<file path="src/rtl/fdisp_pkg.sv">
package fdisp_pkg;

    parameter int unsigned ERR_W = 16;
    parameter int unsigned REG_W = 5;

    localparam logic [REG_W-1:0] STATUS_REG = 5'h11;
    localparam logic [REG_W-1:0] MASK_REG   = 5'h12;

    localparam logic [ERR_W-1:0] SOFT_BITS = 16'h000F;
    localparam logic [ERR_W-1:0] HARD_BITS = 16'h00F0;

    typedef enum logic [1:0] {
        ACT_NONE = 2'd0,
        ACT_OFF  = 2'd1,
        ACT_DROP = 2'd2
    } act_e;

    typedef struct packed {
        act_e             act;
        logic [ERR_W-1:0] mask;
    } verdict_t;

    typedef enum logic [2:0] {
        S_IDLE,
        S_CHECK,
        S_READ,
        S_MASK,
        S_HOLD
    } st_e;

    function automatic verdict_t judge(input logic acked, input logic [ERR_W-1:0] w);
        verdict_t v;
        v.mask = w & SOFT_BITS;
        if (!acked)                v.act = ACT_OFF;
        else if ((w & HARD_BITS) != '0) v.act = ACT_OFF;
        else if (v.mask != '0)     v.act = ACT_DROP;
        else                       v.act = ACT_NONE;
        return v;
    endfunction

endpackage

</file>
<file path="src/rtl/fdisp_classify.sv">
module fdisp_classify
    import fdisp_pkg::*;
(
    input  logic             acked,
    input  logic [ERR_W-1:0] word,
    output verdict_t         verdict
);

    always_comb verdict = judge(acked, word);

    always_comb begin
        if (!acked) a_r7_noack_is_hard : assert (verdict.act == ACT_OFF);
    end

endmodule

</file>
<file path="src/rtl/fdisp_holdoff.sv">
module fdisp_holdoff #(
    parameter int HOLD_W = 16
) (
    input  logic              clk,
    input  logic              rst,
    input  logic              start,
    input  logic [HOLD_W-1:0] load_val,
    output logic              expired
);

    logic [HOLD_W-1:0] cnt;
    logic              active;

    assign expired = active && (cnt == '0);

    always_ff @(posedge clk) begin
        if (rst) begin
            cnt    <= '0;
            active <= 1'b0;
        end else if (start) begin
            cnt    <= load_val;
            active <= 1'b1;
        end else if (expired) begin
            active <= 1'b0;
        end else if (active) begin
            cnt <= cnt - 1'b1;
        end
    end

    a_r10_expire_once : assert property (@(posedge clk) disable iff (rst)
        expired && !start |=> !expired);

endmodule

</file>
<file path="src/rtl/fdisp_cardmap.sv">
module fdisp_cardmap #(
    parameter int NCARD  = 13,
    parameter int CARD_W = 4
) (
    input  logic              clk,
    input  logic              rst,
    input  logic [CARD_W-1:0] sel,
    input  logic              set_off,
    input  logic              clr_en,
    output logic [NCARD-1:0]  power_off,
    output logic [NCARD-1:0]  readout_en
);

    for (genvar i = 0; i < NCARD; i++) begin : g_card
        always_ff @(posedge clk) begin
            if (rst) begin
                power_off[i]  <= 1'b0;
                readout_en[i] <= 1'b1;
            end else if (sel == CARD_W'(i)) begin
                if (set_off) power_off[i]  <= 1'b1;
                if (clr_en)  readout_en[i] <= 1'b0;
            end
        end
    end

    a_r11_off_sticky : assert property (@(posedge clk) disable iff (rst)
        (power_off & $past(power_off)) == $past(power_off));

endmodule

</file>
<file path="src/rtl/irq_fault_dispatcher.sv">
module irq_fault_dispatcher
    import fdisp_pkg::*;
#(
    parameter  int NCARD  = 13,
    parameter  int HOLD_W = 16,
    localparam int CARD_W = (NCARD > 1) ? $clog2(NCARD) : 1
) (
    input  logic              clk,
    input  logic              rst,
    input  logic              irq_in,
    input  logic [HOLD_W-1:0] holdoff_cyc,
    output logic              req_valid,
    output logic              req_write,
    output logic [CARD_W-1:0] req_card,
    output logic [4:0]        req_reg,
    output logic [15:0]       req_wdata,
    input  logic              rsp_valid,
    input  logic              rsp_ack,
    input  logic [15:0]       rsp_rdata,
    output logic [NCARD-1:0]  power_off,
    output logic [NCARD-1:0]  readout_en,
    output logic              notify_valid,
    output logic [CARD_W-1:0] notify_card,
    output logic [15:0]       notify_err,
    output logic [1:0]        notify_act
);

    st_e               st;
    logic [CARD_W-1:0] idx;
    logic [ERR_W-1:0]  mask_q;
    act_e              nact_q;
    verdict_t          verdict;
    logic              last, step_done, go_hold, ho_expired, rd_done;

    fdisp_classify u_cls (
        .acked   (rsp_ack),
        .word    (rsp_rdata),
        .verdict (verdict)
    );

    fdisp_holdoff #(.HOLD_W(HOLD_W)) u_hold (
        .clk      (clk),
        .rst      (rst),
        .start    (go_hold),
        .load_val (holdoff_cyc),
        .expired  (ho_expired)
    );

    assign rd_done = (st == S_READ) && rsp_valid;

    fdisp_cardmap #(.NCARD(NCARD), .CARD_W(CARD_W)) u_map (
        .clk        (clk),
        .rst        (rst),
        .sel        (idx),
        .set_off    (rd_done && verdict.act == ACT_OFF),
        .clr_en     (rd_done && verdict.act == ACT_DROP),
        .power_off  (power_off),
        .readout_en (readout_en)
    );

    assign last = (idx == CARD_W'(NCARD - 1));

    always_comb begin
        step_done = 1'b0;
        case (st)
            S_CHECK: step_done = power_off[idx];
            S_READ:  step_done = rsp_valid && (verdict.act != ACT_DROP);
            S_MASK:  step_done = rsp_valid;
            default: step_done = 1'b0;
        endcase
    end
    assign go_hold = step_done && last;

    always_ff @(posedge clk) begin
        if (rst) begin
            st           <= S_IDLE;
            idx          <= '0;
            mask_q       <= '0;
            nact_q       <= ACT_NONE;
            notify_valid <= 1'b0;
            notify_card  <= '0;
            notify_err   <= '0;
        end else begin
            notify_valid <= 1'b0;
            if (rd_done && verdict.act != ACT_NONE) begin
                notify_valid <= 1'b1;
                notify_card  <= idx;
                notify_err   <= rsp_ack ? rsp_rdata : '0;
                nact_q       <= verdict.act;
            end
            if (step_done) begin
                if (last) st <= S_HOLD;
                else begin
                    idx <= idx + 1'b1;
                    st  <= S_CHECK;
                end
            end else begin
                case (st)
                    S_IDLE: if (irq_in) begin
                        idx <= '0;
                        st  <= S_CHECK;
                    end
                    S_CHECK: st <= S_READ;
                    S_READ: if (rsp_valid) begin
                        mask_q <= verdict.mask;
                        st     <= S_MASK;
                    end
                    S_HOLD: if (ho_expired) begin
                        idx <= '0;
                        st  <= irq_in ? S_CHECK : S_IDLE;
                    end
                    default: st <= st;
                endcase
            end
        end
    end

    assign notify_act = nact_q;
    assign req_valid  = (st == S_READ) || (st == S_MASK);
    assign req_write  = (st == S_MASK);
    assign req_card   = idx;
    assign req_reg    = (st == S_MASK) ? MASK_REG : STATUS_REG;
    assign req_wdata  = (st == S_MASK) ? mask_q : '0;

    a_r2_req_held : assert property (@(posedge clk) disable iff (rst)
        req_valid && !rsp_valid |=> req_valid && $stable(req_card) && $stable(req_write) && $stable(req_reg));

    a_r3_no_req_to_off_card : assert property (@(posedge clk) disable iff (rst)
        req_valid |-> !power_off[req_card]);

    a_r5_mask_payload : assert property (@(posedge clk) disable iff (rst)
        req_valid && req_write |-> ((req_wdata & ~SOFT_BITS) == '0) && (req_wdata != '0));

    a_r9_notify_after_rsp : assert property (@(posedge clk) disable iff (rst)
        notify_valid |-> $past(rsp_valid));

    a_r6_drop_has_no_hard : assert property (@(posedge clk) disable iff (rst)
        notify_valid && notify_act == 2'd2 |-> (notify_err & HARD_BITS) == '0);

endmodule

</file>
<file path="config.mk">
export PLATFORM = sky130hd
export DESIGN_NAME = irq_fault_dispatcher
export DESIGN_NICKNAME = d
export VERILOG_FILES = /design/src/rtl/fdisp_pkg.sv /design/src/rtl/fdisp_classify.sv /design/src/rtl/fdisp_holdoff.sv /design/src/rtl/fdisp_cardmap.sv /design/src/rtl/irq_fault_dispatcher.sv
export SDC_FILE = /design/constraint.sdc
export NUM_CORES = 1
export LEC_CHECK = 0
export BUFFER_PORTS_ARGS = -buffer_cell sky130_fd_sc_hd__buf_2
export CELL_PAD_IN_SITES_DETAIL_PLACEMENT = 0
export CELL_PAD_IN_SITES_GLOBAL_PLACEMENT = 1
export CORE_MARGIN = 2
export CORE_UTILIZATION = 37
export DETAILED_ROUTE_END_ITERATION = 16
export GPL_ROUTABILITY_DRIVEN = 0
export GPL_TIMING_DRIVEN = 0
export PLACE_DENSITY = 0.79
export SKIP_CTS_REPAIR_TIMING = 1
export SKIP_LAST_GASP = 1
export SYNTH_ARGS = -nofsm -noshare
export SYNTH_HDL_FRONTEND = slang
export SYNTH_SLANG_ARGS = --single-unit
export TNS_END_PERCENT = 100
</file>
<file path="constraint.sdc">
create_clock -name clk -period 3.2 [get_ports clk]
set_input_delay 0.16 -clock clk [delete_from_list [all_inputs] [get_ports clk]]
set_output_delay 0.16 -clock clk [all_outputs]
set_load 0.05 [all_outputs]
</file>
### Yosys cells after proc, flatten, opt, wreduce, memory -nomap -nowiden

Index checks and enable logic that the tools add are counted.

| storage, ports and cells | value |
|---|---|
| register bits | 77 |
| output and inout bits | 76 |

| operators by class | value |
|---|---|
| add/subtract/negate cells | 2 |
| order comparisons | 1 |
| equal/unequal tests | 24 |
| muxes and demuxes | 27 |
| bitwise logic cells | 1 |
| reductions and logical operators | 48 |

Operators by type and width:

| cell | number |
|---|---|
| $mux W16 | 4 |
| $reduce_and A2 Y1 | 27 |
| $reduce_bool A16 Y1 | 2 |
| $eq A4 B4 Y1 const B | 5 |
| $mux W4 | 5 |
| $eq A4 B3 Y1 const B | 4 |
| $logic_not A16 Y1 | 1 |
| $sub A16 B1 Y16 const B | 1 |
| $mux W3 | 5 |
| $pmux W3 S4 | 1 |
| $ne A3 B3 Y1 const B | 3 |
| $eq A4 B2 Y1 const B | 2 |
| $mux W2 | 4 |
| $pmux W4 S2 | 1 |
| $reduce_and A4 Y1 | 2 |
| $logic_and A1 B1 Y1 | 7 |
| $eq A3 B2 Y1 const B | 2 |
| $ne A2 B2 Y1 const B | 3 |
| $reduce_bool A2 Y1 | 3 |
| $lt A4 B5 Y1 const B | 1 |
| $mux W1 | 5 |
| $reduce_bool A5 Y1 | 1 |
| $add A4 B1 Y4 const B | 1 |
| $bmux W1 S4 | 1 |
| other kinds (12) | 12 |

### Depth between registers and ports, before layout

Gate-level depths: netlist (run 1).

| logic depth | value |
|---|---|
| depth in word-level cells | 10 |
| gate-level depth with buffers | 9 |
| gate-level depth less buffers | 8 |

### Hierarchy

Synthesis (run 1) repeated with hierarchy kept, for this count alone.

| unflattened totals | value |
|---|---|
| cell total of the unflattened synthesis | 487 |
| area total of the unflattened synthesis | 4256.6 um^2 |

Modules (own cells, without submodules):

| module | instances | cells an instance | area each (um^2) | sequential area each (um^2) |
|---|---|---|---|---|
| irq_fault_dispatcher | 1 | 241 | 2050.7 | 920.9 |
| fdisp_holdoff | 1 | 139 | 1114.8 | 340.3 |
| fdisp_cardmap | 1 | 85 | 934.6 | 520.5 |
| fdisp_classify | 1 | 22 | 156.4 | 0.0 |

### Worst setup path before layout (run 1)

Ideal clock, no wire load.

| path | value |
|---|---|
| kind | flip-flop to flip-flop |
| from | reg idx[0] (netlist: req_card[0]) |
| to | reg idx[2] (netlist: req_card[2]) |
| library setup time | 0.060 ns |
| arrival time | 2.498 ns |
| required time | 3.140 ns |
| setup slack | 0.642 ns |
| stages on the path, launching flop included | 9 |
| clock period less this slack | 2.558 ns |
| path through | dfxtp_1 > clkbuf_1 > inv_1 > ha_1 > and3_1 > nor3_1 > a31oi_2 > or4b_1 > nand2_1 |

| on the way | value |
|---|---|
| cells in the longest elaborated chain, start to end | 5 |
| elaborated cells on any way between the ends | 12 |
| classes of those cells | 1 x add/sub; 4 x eq/ne; 5 x mux; 2 x reduce/logical |

RTL lines:

| what | RTL line | text |
|---|---|---|
| from (decl) | irq_fault_dispatcher.sv:29 | `logic [CARD_W-1:0] idx;` |
| from (signal assigned) | irq_fault_dispatcher.sv:94 | `idx <= idx + 1'b1;` |
| $bmux W1 S4 | irq_fault_dispatcher.sv:66 | `S_CHECK: step_done = power_off[idx];` |
| $mux W1 (implied by the code) | irq_fault_dispatcher.sv:66 |  |
| $pmux W1 S3 | irq_fault_dispatcher.sv:65 | `case (st)` |
| $ne A3 B3 Y1 (no source line), or another cell as far along | -- |  |
| $reduce_and A4 Y1 (no source line) | -- |  |

Parallel ways exist; a longest one is shown, timed or not. The select of a mux whose other input is x is not followed.
A chain may end at the register's enable or synchronous reset.

### Final worst setup path (run 1)

| path | value |
|---|---|
| from | reg idx[0] (netlist: req_card[0]) |
| to | reg u_hold.cnt[1] |

| on the way | value |
|---|---|
| cells in the longest elaborated chain, start to end | 6 |
| elaborated cells on any way between the ends | 9 |
| classes of those cells | 2 x eq/ne; 4 x mux; 3 x reduce/logical |

RTL lines:

| what | RTL line | text |
|---|---|---|
| $bmux W1 S4 | irq_fault_dispatcher.sv:66 |  |
| $mux W1 (implied by the code) | irq_fault_dispatcher.sv:66 |  |
| $pmux W1 S3 | irq_fault_dispatcher.sv:65 |  |
| $logic_and A1 B1 Y1 (*) | irq_fault_dispatcher.sv:72 | `assign go_hold = step_done && last;` |
| $ne A2 B2 Y1 (no source line) or $reduce_bool A2 Y1 (tied branches) | -- |  |
| $reduce_and A2 Y1 (no source line) | -- |  |
| to (signal assigned) | fdisp_holdoff.sv:21 | `cnt <= load_val;` |
| to (signal assigned) | fdisp_holdoff.sv:26 | `cnt <= cnt - 1'b1;` |
| to (decl) | fdisp_holdoff.sv:11 | `logic [HOLD_W-1:0] cnt;` |

Every way passes the cells marked *; elsewhere a longest branch is shown, timed or not. The select of a mux whose other input is x is not followed.

==> metrics.md, run 1 <==
| Metric | Value |
|---|---|
| Outcome | `finished clean` |
| Data required, critical path | `3480 ps` |
| Flop2flop setup slack | `between 500 and 600 ps` |
| Pre-CTS setup slack | `around 550 ps` |
| Largest net degree at the start of global routing | `14` |
| Leakage | `~1.8 nW` |
| Average instance area after synthesis | `approximately 8.6 um2` |
| Global-route wire length before repair | `between 10000 and 15000 um` |
| Clock period minus worst slack | `2690 ps` |
| Area of the core region | `9280 um2` |
| Asr flop ratio synth | `0%` |
| Grt ovf | `0` |
| Vertical extent of the die | `between 100 and 150 um` |
| Max-slew headroom at the worst pin | `between 30% and 40%` |
| Dpl hpwl | `~6700 um` |
| Smallest setup slack after layout | `510 ps` |
| Antenna-violating nets left | `0` |
| Routed wire length | `around 9000 um` |
| DR vias | `about 3300` |
| Number of buffers inserted by port buffering | `96` |
| Routed len/inst | `roughly 14 um` |
| Path category of the worst min-delay check | `primary input to flip-flop` |
| CP startpoint | `req_card[0]` |
| Maxcap violations | `0` |
| Share of the yosys chip area belonging to registers | `between 40% and 50%` |
| Fmax | `roughly 0.37 GHz` |
| Ratio of cells with drive above 1 in the final layout | `between 20 and 30%` |
| Combinational family with the most area after synthesis | `simple AND/OR/NAND/NOR gates` |
| Total CTS buffers | `9` |
| Post-route insts no fill | `roughly 670` |
| Io pins | `about 110` |
| Number of enable flip-flop cells after synthesis | `0` |
| Final critical-path share of the clock period | `between 80% and 90%` |
| Final setup viols | `0` |
| Post-synth cell types | `between 50 and 60` |
| Most common library cells after synthesis | `sky130_fd_sc_hd__dfxtp_1 (77), sky130_fd_sc_hd__nor2_1 (46), sky130_fd_sc_hd__nand3_1 (35), sky130_fd_sc_hd__nand2_1 (33), sky130_fd_sc_hd__a21oi_1 (28)` |
| Post-Synth Simple-Gate Area | `between 20 and 25%` |
| Number of nets in the final layout | `575` |
| Critical register-to-register path endpoint | `u_hold.cnt[1]` |
| Cell total after placement | `651` |
| Filler instances | `just under 1000` |
| Portion of synthesized cell area occupied by the leading cell type | `between 40% and 50%` |
| Worst Setup Start Kind | `flip-flop` |
| WHS Path Cells | `3` |
| Maximum vdd ir drop | `0.189 mV` |
| Via count of the first global-routing pass | `approximately 2800` |
| Synthesized area | `roughly 3600 um2` |
| Total count of max-transition violations in the final report | `0` |
| Number of antenna cells inserted | `0` |
| Number of cells produced by synthesis | `~410` |
| Critical path capture point type | `flip-flop` |
| Share of cell area taken by muxes after synthesis | `under 10%` |
| FF+latch count, synth | `between 70 and 80` |
| Most frequent cell after synthesis | `sky130_fd_sc_hd__dfxtp_1` |
| Xor and xnor fraction of the mapped netlist area | `between 1.5 and 2%` |
| Initial core utilization | `a little under two fifths` |
| Drt first-iter violations | `between 100 and 150` |
| Max H-tree Level | `3` |
| Sum Neg Setup Slack | `0 ps` |
| Global-route total usage across every layer | `approximately 17%` |
| Final core utilization | `between 40% and 50%` |
| Cell type with the largest total area after synthesis | `sky130_fd_sc_hd__dfxtp_1` |
| Main flop type after synthesis | `sky130_fd_sc_hd__dfxtp_1` |
| Worst-case clock buffer depth | `2` |
| Hold path endpoint | `u_hold.cnt[3]` |
| Num rows | `35` |
| Via density | `roughly 5` |
| Number of endpoints with negative hold slack in the final report | `0` |
| DRC violation count after routing | `0` |
| Worst clock skew | `10.1 ps` |
| Number of clock sinks seen by CTS | `77` |
| Unrepaired setup endpoints after global routing | `false` |
| Area overhead of the layout relative to synthesis | `25.1%` |
| DRT Pass-1 Iters | `4` |
| Largest driver fanout on the critical path | `10` |
| Synthesized-area fraction occupied by adder cells | `roughly 1.8%` |
| DIE WIDTH | `102 um` |
| Launching point of the worst reg2reg path | `req_card[0]` |
| Count of warnings emitted by yosys | `0` |
| Antenna violations before repair | `0` |
| CTS tree | `built` |
| Crit Path Class | `flip-flop to flip-flop` |
| Reg2reg path depth | `9` |
| Worst-margin pin slew | `between 900 and 1000 ps` |
| Clock slew seen by the registers of the worst setup and hold paths | `about 80 ps` |
| Power density cells | `516 nW/um2` |
| Root cell of the clock tree | `sky130_fd_sc_hd__clkbuf_8` |
| CP arrival | `2970 ps` |
| Compound-Gate Fraction of Synth Area | `around 18%` |
| Worst skew pair latency | `about 350 ps` |
| Hold Crit Start | `holdoff_cyc[3]` |
| Synth area leaders | `sky130_fd_sc_hd__dfxtp_1 (43%), sky130_fd_sc_hd__nand3_1 (4.9%), sky130_fd_sc_hd__nor2_1 (4.9%), sky130_fd_sc_hd__a21oi_1 (3.9%), sky130_fd_sc_hd__buf_4 (3.6%)` |
| Die outline area | `around 10000 um2` |
==> critical path, cell delays in order (launching register included) <==
cell and delay (ps):
sky130_fd_sc_hd__dfxtp_1 400, sky130_fd_sc_hd__clkbuf_1 390, sky130_fd_sc_hd__inv_1 120, sky130_fd_sc_hd__ha_1 340
sky130_fd_sc_hd__and3_1 320, sky130_fd_sc_hd__and2_1 170, sky130_fd_sc_hd__a31oi_2 250, sky130_fd_sc_hd__buf_2 300
sky130_fd_sc_hd__o221ai_1 160, sky130_fd_sc_hd__a21oi_1 160
==> flip-flops by register name (all words and copies together) (netlist names) <==
signal            count
u_map.power_off      13
u_hold.active         1
notify_err           16
u_hold.cnt           16
st                    3
mask_q                4
notify_act            2
notify_valid          1
u_map.readout_en     13
req_card              4
notify_card           4
==> worst max-delay path by stage <==
| stage | endpoint | slack [ps] | depth (start not counted) |
|---|---|---|---|
| finish | u_hold.cnt[1] | 510 | 9 |
| global route | u_hold.cnt[1] | 320 | 9 |
| CTS | u_hold.cnt[1] | 510 | 9 |
| detailed placement | u_hold.cnt[1] | 550 | 9 |
| global placement | u_hold.cnt[1] | 580 | 9 |
| floorplan | req_card[2] | 640 | 8 |
==> per-stage QoR <==
step / power (W) / cell area [um2] / hold WS, ps
2_1_floorplan: 0.00143 / 3600 / 304
3_3_place_gp: 0.00156 / 4240 / 394
3_5_place_dp: 0.00157 / 4240 / 402
4_1_cts: 0.00232 / 4440 / 25.7
5_1_grt: 0.00241 / 4440 / 55.5
6_report: 0.00229 / 4440 / 45.1
==> cells in the final DEF, fill, tap and decap left out, drive strengths merged, types with 6 or more instances in the layout <==
cell | netlist | final
nand2 | 33 | 33
a21o | 13 | 13
nand3 | 36 | 36
a31oi | 16 | 16
a21oi | 28 | 28
clkbuf | 17 | 28
xor2 | 7 | 7
a211oi | 11 | 11
inv | 11 | 12
buf | 26 | 122
or3 | 6 | 6
dfxtp | 77 | 77
o21ai | 9 | 9
nor2 | 47 | 47
mux2i | 9 | 9
conb | 2 | 15
==> per-layer routing <==
layer	up-vias	routed length (um)	global-route usage (%)
li1	1670	-	-
met1	1517	4130	23.0
met2	77	4310	26.5
met3	10	478	3.35
met4	0	106	6.15
met5	-	0	0
==> power by group <==
| group | internal [W] | switching [W] |
|---|---|---|
| clock network | 0.000383 | 0.000364 |
| logic | 0.000142 | 0.000395 |
| registers | 0.000992 | 0.0000171 |
| total | 0.00152 | 0.000776 |
==> kinds of logic (layout without fill, tap and decap cells) <==
kind of cell             count (synthesis)  count (layout)
AND/OR/NAND/NOR                        159             159
buffers and inverters                   54             166
flip-flops                              77              77
AO/OA/AOI/OAI                           96              96
other                                    2              15
adder cells (fa/ha/maj)                  5               5
XOR/XNOR                                 8               8
multiplexers                            12              12
==> final cells by class <==
cell class / instances / area (um2) / share of cell area (%)
multi-input cells: 295 / 1790 / 40.2
flip-flops and latches: 77 / 1540 / 34.7
repair buffers: 96 / 480 / 10.8
plain buffers: 43 / 234 / 5.26
well taps: 129 / 161 / 3.63
clock buffers: 11 / 141 / 3.18
clock inverters: 5 / 58.8 / 1.32
inverters: 11 / 41.3 / 0.929
Power figures use the tool's default switching activity.
==> run 2, diff against run 1 <==
--- a/config.mk
+++ b/config.mk
@@ -5,15 +5,16 @@
 export SDC_FILE = /design/constraint.sdc
 export NUM_CORES = 1
 export LEC_CHECK = 0
+export ABC_AREA = 1
 export BUFFER_PORTS_ARGS = -buffer_cell sky130_fd_sc_hd__buf_2
 export CELL_PAD_IN_SITES_DETAIL_PLACEMENT = 0
 export CELL_PAD_IN_SITES_GLOBAL_PLACEMENT = 1
 export CORE_MARGIN = 2
-export CORE_UTILIZATION = 37
+export CORE_UTILIZATION = 33
 export DETAILED_ROUTE_END_ITERATION = 16
 export GPL_ROUTABILITY_DRIVEN = 0
 export GPL_TIMING_DRIVEN = 0
-export PLACE_DENSITY = 0.79
+export PLACE_DENSITY = 0.76
 export SKIP_CTS_REPAIR_TIMING = 1
 export SKIP_LAST_GASP = 1
 export SYNTH_ARGS = -nofsm -noshare
==> constraint.sdc (replaced) <==
create_clock -name clk -period 2.2 [get_ports clk]
set_input_delay 0.11 -clock clk [delete_from_list [all_inputs] [get_ports clk]]
set_output_delay 0.11 -clock clk [all_outputs]
set_load 0.05 [all_outputs]
==> run 2 against run 1 <==
Net effect:
- sequential power rose by 50%
- synthesized cell count up 32%
- count of clock-buffer cells in the layout is 2 lower
- power grew 78%
- cell area grew 9.8%
- via count grew 15%
- critical path type unchanged
- highest routed layer unchanged
==> metrics.md, run 2 <==
| Metric | Value |
|---|---|
| Outcome | `finished clean` |
| Routed len/inst | `13.4 um (-1.1%)` |
| Number of clock sinks seen by CTS | `77 (unchanged)` |
| Share of the yosys chip area belonging to registers | `40.3% (-3.1 points)` |
| Most frequent cell after synthesis | `sky130_fd_sc_hd__nand2_1` |
| CP arrival | `2200 ps (-770 ps)` |
| DIE WIDTH | `112 um (+9.5%)` |
| Cell type with the largest total area after synthesis | `sky130_fd_sc_hd__dfxtp_1` |
| Combinational family with the most area after synthesis | `simple AND/OR/NAND/NOR gates` |
| Commonest cells after routing, fill and taps aside | `sky130_fd_sc_hd__nand2_1 (123), sky130_fd_sc_hd__buf_2 (101), sky130_fd_sc_hd__dfxtp_1 (76)` |
| Number of endpoints with negative hold slack in the final report | `0 (unchanged)` |
| Post-route insts no fill | `813 (+22%)` |
| Crit Path Class | `flip-flop to flip-flop` |
| Synth area leaders | `sky130_fd_sc_hd__dfxtp_1 (40%), sky130_fd_sc_hd__nand2_1 (12%), sky130_fd_sc_hd__nand3_1 (8.0%), sky130_fd_sc_hd__a21oi_1 (7.2%), sky130_fd_sc_hd__nor2_1 (5.0%)` |
| Power after layout | `0.00409 W (+78%)` |
| Post-synth cell types | `36 (-37%)` |
| Worst skew pair latency | `330 ps (-20 ps)` |
| Flop2flop setup slack | `190 ps (-320 ps)` |
| Maxcap violations | `0 (unchanged)` |
| Filler instances | `1233 (+27%)` |
| Power density cells | `838 nW/um2 (+62%)` |
| Io pins | `113 (unchanged)` |
| Share of cell area taken by muxes after synthesis | `0% (-3.8 points)` |
| DRT Pass-1 Iters | `4 (unchanged)` |
| Drt first-iter violations | `190 (+84%)` |
| Synthesized-area fraction occupied by adder cells | `1.63% (-0.13 points)` |
| Data required, critical path | `2390 ps (-1090 ps)` |
| Grt ovf | `0 (unchanged)` |
| CTS tree | `built` |
| Reg2reg path depth | `9 (unchanged)` |
| Main flop type after synthesis | `sky130_fd_sc_hd__dfxtp_1` |
| Launching point of the worst reg2reg path | `req_card[0]` |
| Critical register-to-register path endpoint | `u_hold.cnt[13]` |
| Worst Setup Start Kind | `flip-flop` |
| Hold path endpoint | `u_hold.cnt[1]` |
| Critical path capture point type | `flip-flop` |
| Compound-Gate Fraction of Synth Area | `12.0% (-6.5 points)` |
| Unrepaired setup endpoints after global routing | `false` |
| Clock slew seen by the registers of the worst setup and hold paths | `60 ps (-20 ps)` |
| Antenna-violating nets left | `0 (unchanged)` |
| Area overhead of the layout relative to synthesis | `27.5%` |
| Maximum vdd ir drop | `0.343 mV (+81%)` |
| Register area | `1540 um2 (about the same)` |
| Dpl hpwl | `8080 um (+20%)` |
| Number of nets in the final layout | `707 (+23%)` |
| Count of warnings emitted by yosys | `0 (unchanged)` |
| Portion of synthesized cell area occupied by the leading cell type | `40.3% (-3.1 points)` |
| Max H-tree Level | `3 (unchanged)` |
| Number of cells produced by synthesis | `544 (+32%)` |
| Most common library cells after synthesis | `sky130_fd_sc_hd__nand2_1 (123), sky130_fd_sc_hd__dfxtp_1 (77), sky130_fd_sc_hd__nand3_1 (61), sky130_fd_sc_hd__a21oi_1 (55), sky130_fd_sc_hd__nor2_1 (51)` |
| Number of antenna cells inserted | `0 (unchanged)` |
| Ratio of cells with drive above 1 in the final layout | `24.8% (-3.7 points)` |
| Global-route wire length before repair | `17700 um (+29%)` |
| Max-slew headroom at the worst pin | `56.2% (+19 points)` |
| Die outline area | `12500 um2 (+20%)` |
| CP startpoint | `req_card[0]` |
| Largest registers | `notify_err: 16 flops, u_hold.cnt: 16 flops` |
| Synthesized area | `3830 um2 (+7.7%)` |
| Via count of the first global-routing pass | `3597 (+30%)` |
| Vertical extent of the die | `112 um (+9.5%)` |
| Average instance area after synthesis | `7.04 um2 (-18%)` |
| Hold Crit Start | `holdoff_cyc[1]` |
| Post-Synth Simple-Gate Area | `30.5% (+7.8 points)` |
| Antenna violations before repair | `0 (unchanged)` |
| Final setup viols | `0 (unchanged)` |
| WHS Path Cells | `3 (unchanged)` |
| Clock period minus worst slack | `2010 ps (-681 ps)` |
| Largest driver fanout on the critical path | `10 (unchanged)` |
| Largest net degree at the start of global routing | `16 (+2)` |
| Worst-margin pin slew | `657 ps (-276 ps)` |
| DR vias | `3779 (+15%)` |
| Area of the core region | `11400 um2 (+22%)` |
| Number of enable flip-flop cells after synthesis | `0 (unchanged)` |
| Number of buffers inserted by port buffering | `96 (unchanged)` |
| Global-route total usage across every layer | `17.6% (+0.69 points)` |
| Cell total after placement | `796 (+22%)` |
| Worst-case clock buffer depth | `2 (unchanged)` |
| Final critical-path share of the clock period | `91.3% (+7.3 points)` |
| Num rows | `39 (+11%)` |
| Total count of max-transition violations in the final report | `0 (unchanged)` |
| Area of combinational cells with multiple inputs | `1910 um2 (+7.0%)` |
| Asr flop ratio synth | `0% (unchanged)` |
| DRC violation count after routing | `0 (unchanged)` |
| Total CTS buffers | `9 (unchanged)` |
| Routed wire length | `10900 um (+21%)` |
| Initial core utilization | `33.7% (-4.6 points)` |
| Most frequent standard cell in the layout excluding fill and tap cells | `sky130_fd_sc_hd__nand2_1` |
| Via density | `4.65 (-5.3%)` |
| Fmax | `0.498 GHz (+34%)` |
| Xor and xnor fraction of the mapped netlist area | `3.20% (+1.2 points)` |
| Root cell of the clock tree | `sky130_fd_sc_hd__clkbuf_16` |
| FF+latch count, synth | `77 (unchanged)` |
| Leakage | `2.28 nW (+24%)` |
| Path category of the worst min-delay check | `primary input to flip-flop` |
| Worst clock skew | `3.74 ps (-6.41 ps)` |
## run 2: cells by family (layout without fill, tap and decap cells)
family | Yosys count | in the layout
AND/OR/NAND/NOR | 263 | 263
flip-flops | 77 | 77
adder cells (fa/ha/maj) | 5 | 5
XOR/XNOR | 14 | 14
AO/OA/AOI/OAI | 89 | 89
buffers and inverters | 94 | 207
other | 2 | 15
## run 2: how the worst max path moves through the flow
stage | endpoint | cells past startpoint
after floorplan | req_wdata[0] | 6
after global placement | u_hold.cnt[13] | 8
after detailed placement | u_hold.cnt[7] | 8
after CTS | u_hold.cnt[13] | 8
after global routing | u_hold.cnt[7] | 9
final | u_hold.cnt[13] | 9
## run 2: cell type report
type	count	area share, %
Multi-Input combinational cell	386	39.1
Clock buffer	9	4.61
Inverter	52	4.18
Sequential cell	77	31.6
Buffer	42	5.54
Timing Repair Buffer	97	10.0
Tap cell	143	3.67
Clock inverter	7	1.20
## run 2: worst max-delay path, cell delays in order, from the launching register on
cell and delay [ps]:
sky130_fd_sc_hd__dfxtp_1 360, sky130_fd_sc_hd__buf_6 170, sky130_fd_sc_hd__inv_6 100, sky130_fd_sc_hd__ha_2 290, sky130_fd_sc_hd__nand3_1 220, sky130_fd_sc_hd__inv_1 190, sky130_fd_sc_hd__buf_2 280, sky130_fd_sc_hd__nand3b_1 120
sky130_fd_sc_hd__nand2_1 80, sky130_fd_sc_hd__a21oi_1 60
## run 2: through the flow
| step | utilization, % | area [um2] | setup WS [ps] | TNS [ps] | hold WS, ps |
|---|---|---|---|---|---|
| 2_1_floorplan | - | 3920 | 57.7 | 0 | 183 |
| 3_3_place_gp | 40.3 | 4580 | -144 | -1050 | 338 |
| 3_5_place_dp | 40.3 | 4580 | -190 | -1590 | 328 |
| 4_1_cts | 42.8 | 4870 | -215 | -1860 | -29.5 |
| 5_1_grt | 42.9 | 4880 | 8.57 | 0 | 16.7 |
| 6_report | 42.9 | 4880 | 191 | 0 | 22.4 |
## run 2: per-layer routing
layer | routed length (um) | track usage (%) | vias to the layer above | part of all wire, %
li1 | - | - | 1959 | -
met1 | 4980 | 23.2 | 1713 | 46
met2 | 5120 | 28.7 | 98 | 47
met3 | 677 | 4.57 | 9 | 6.2
met4 | 104 | 4.36 | 0 | 0.96
met5 | 0 | 0 | - | 0
## run 2: power by group
| part | switching (W) | internal, W | total (W) |
|---|---|---|---|
| combinational | 0.000854 | 0.000308 | 0.00116 |
| clock | 0.000637 | 0.000780 | 0.00142 |
| sequential | 0.0000490 | 0.00146 | 0.00151 |
| total | 0.00154 | 0.00255 | 0.00409 |
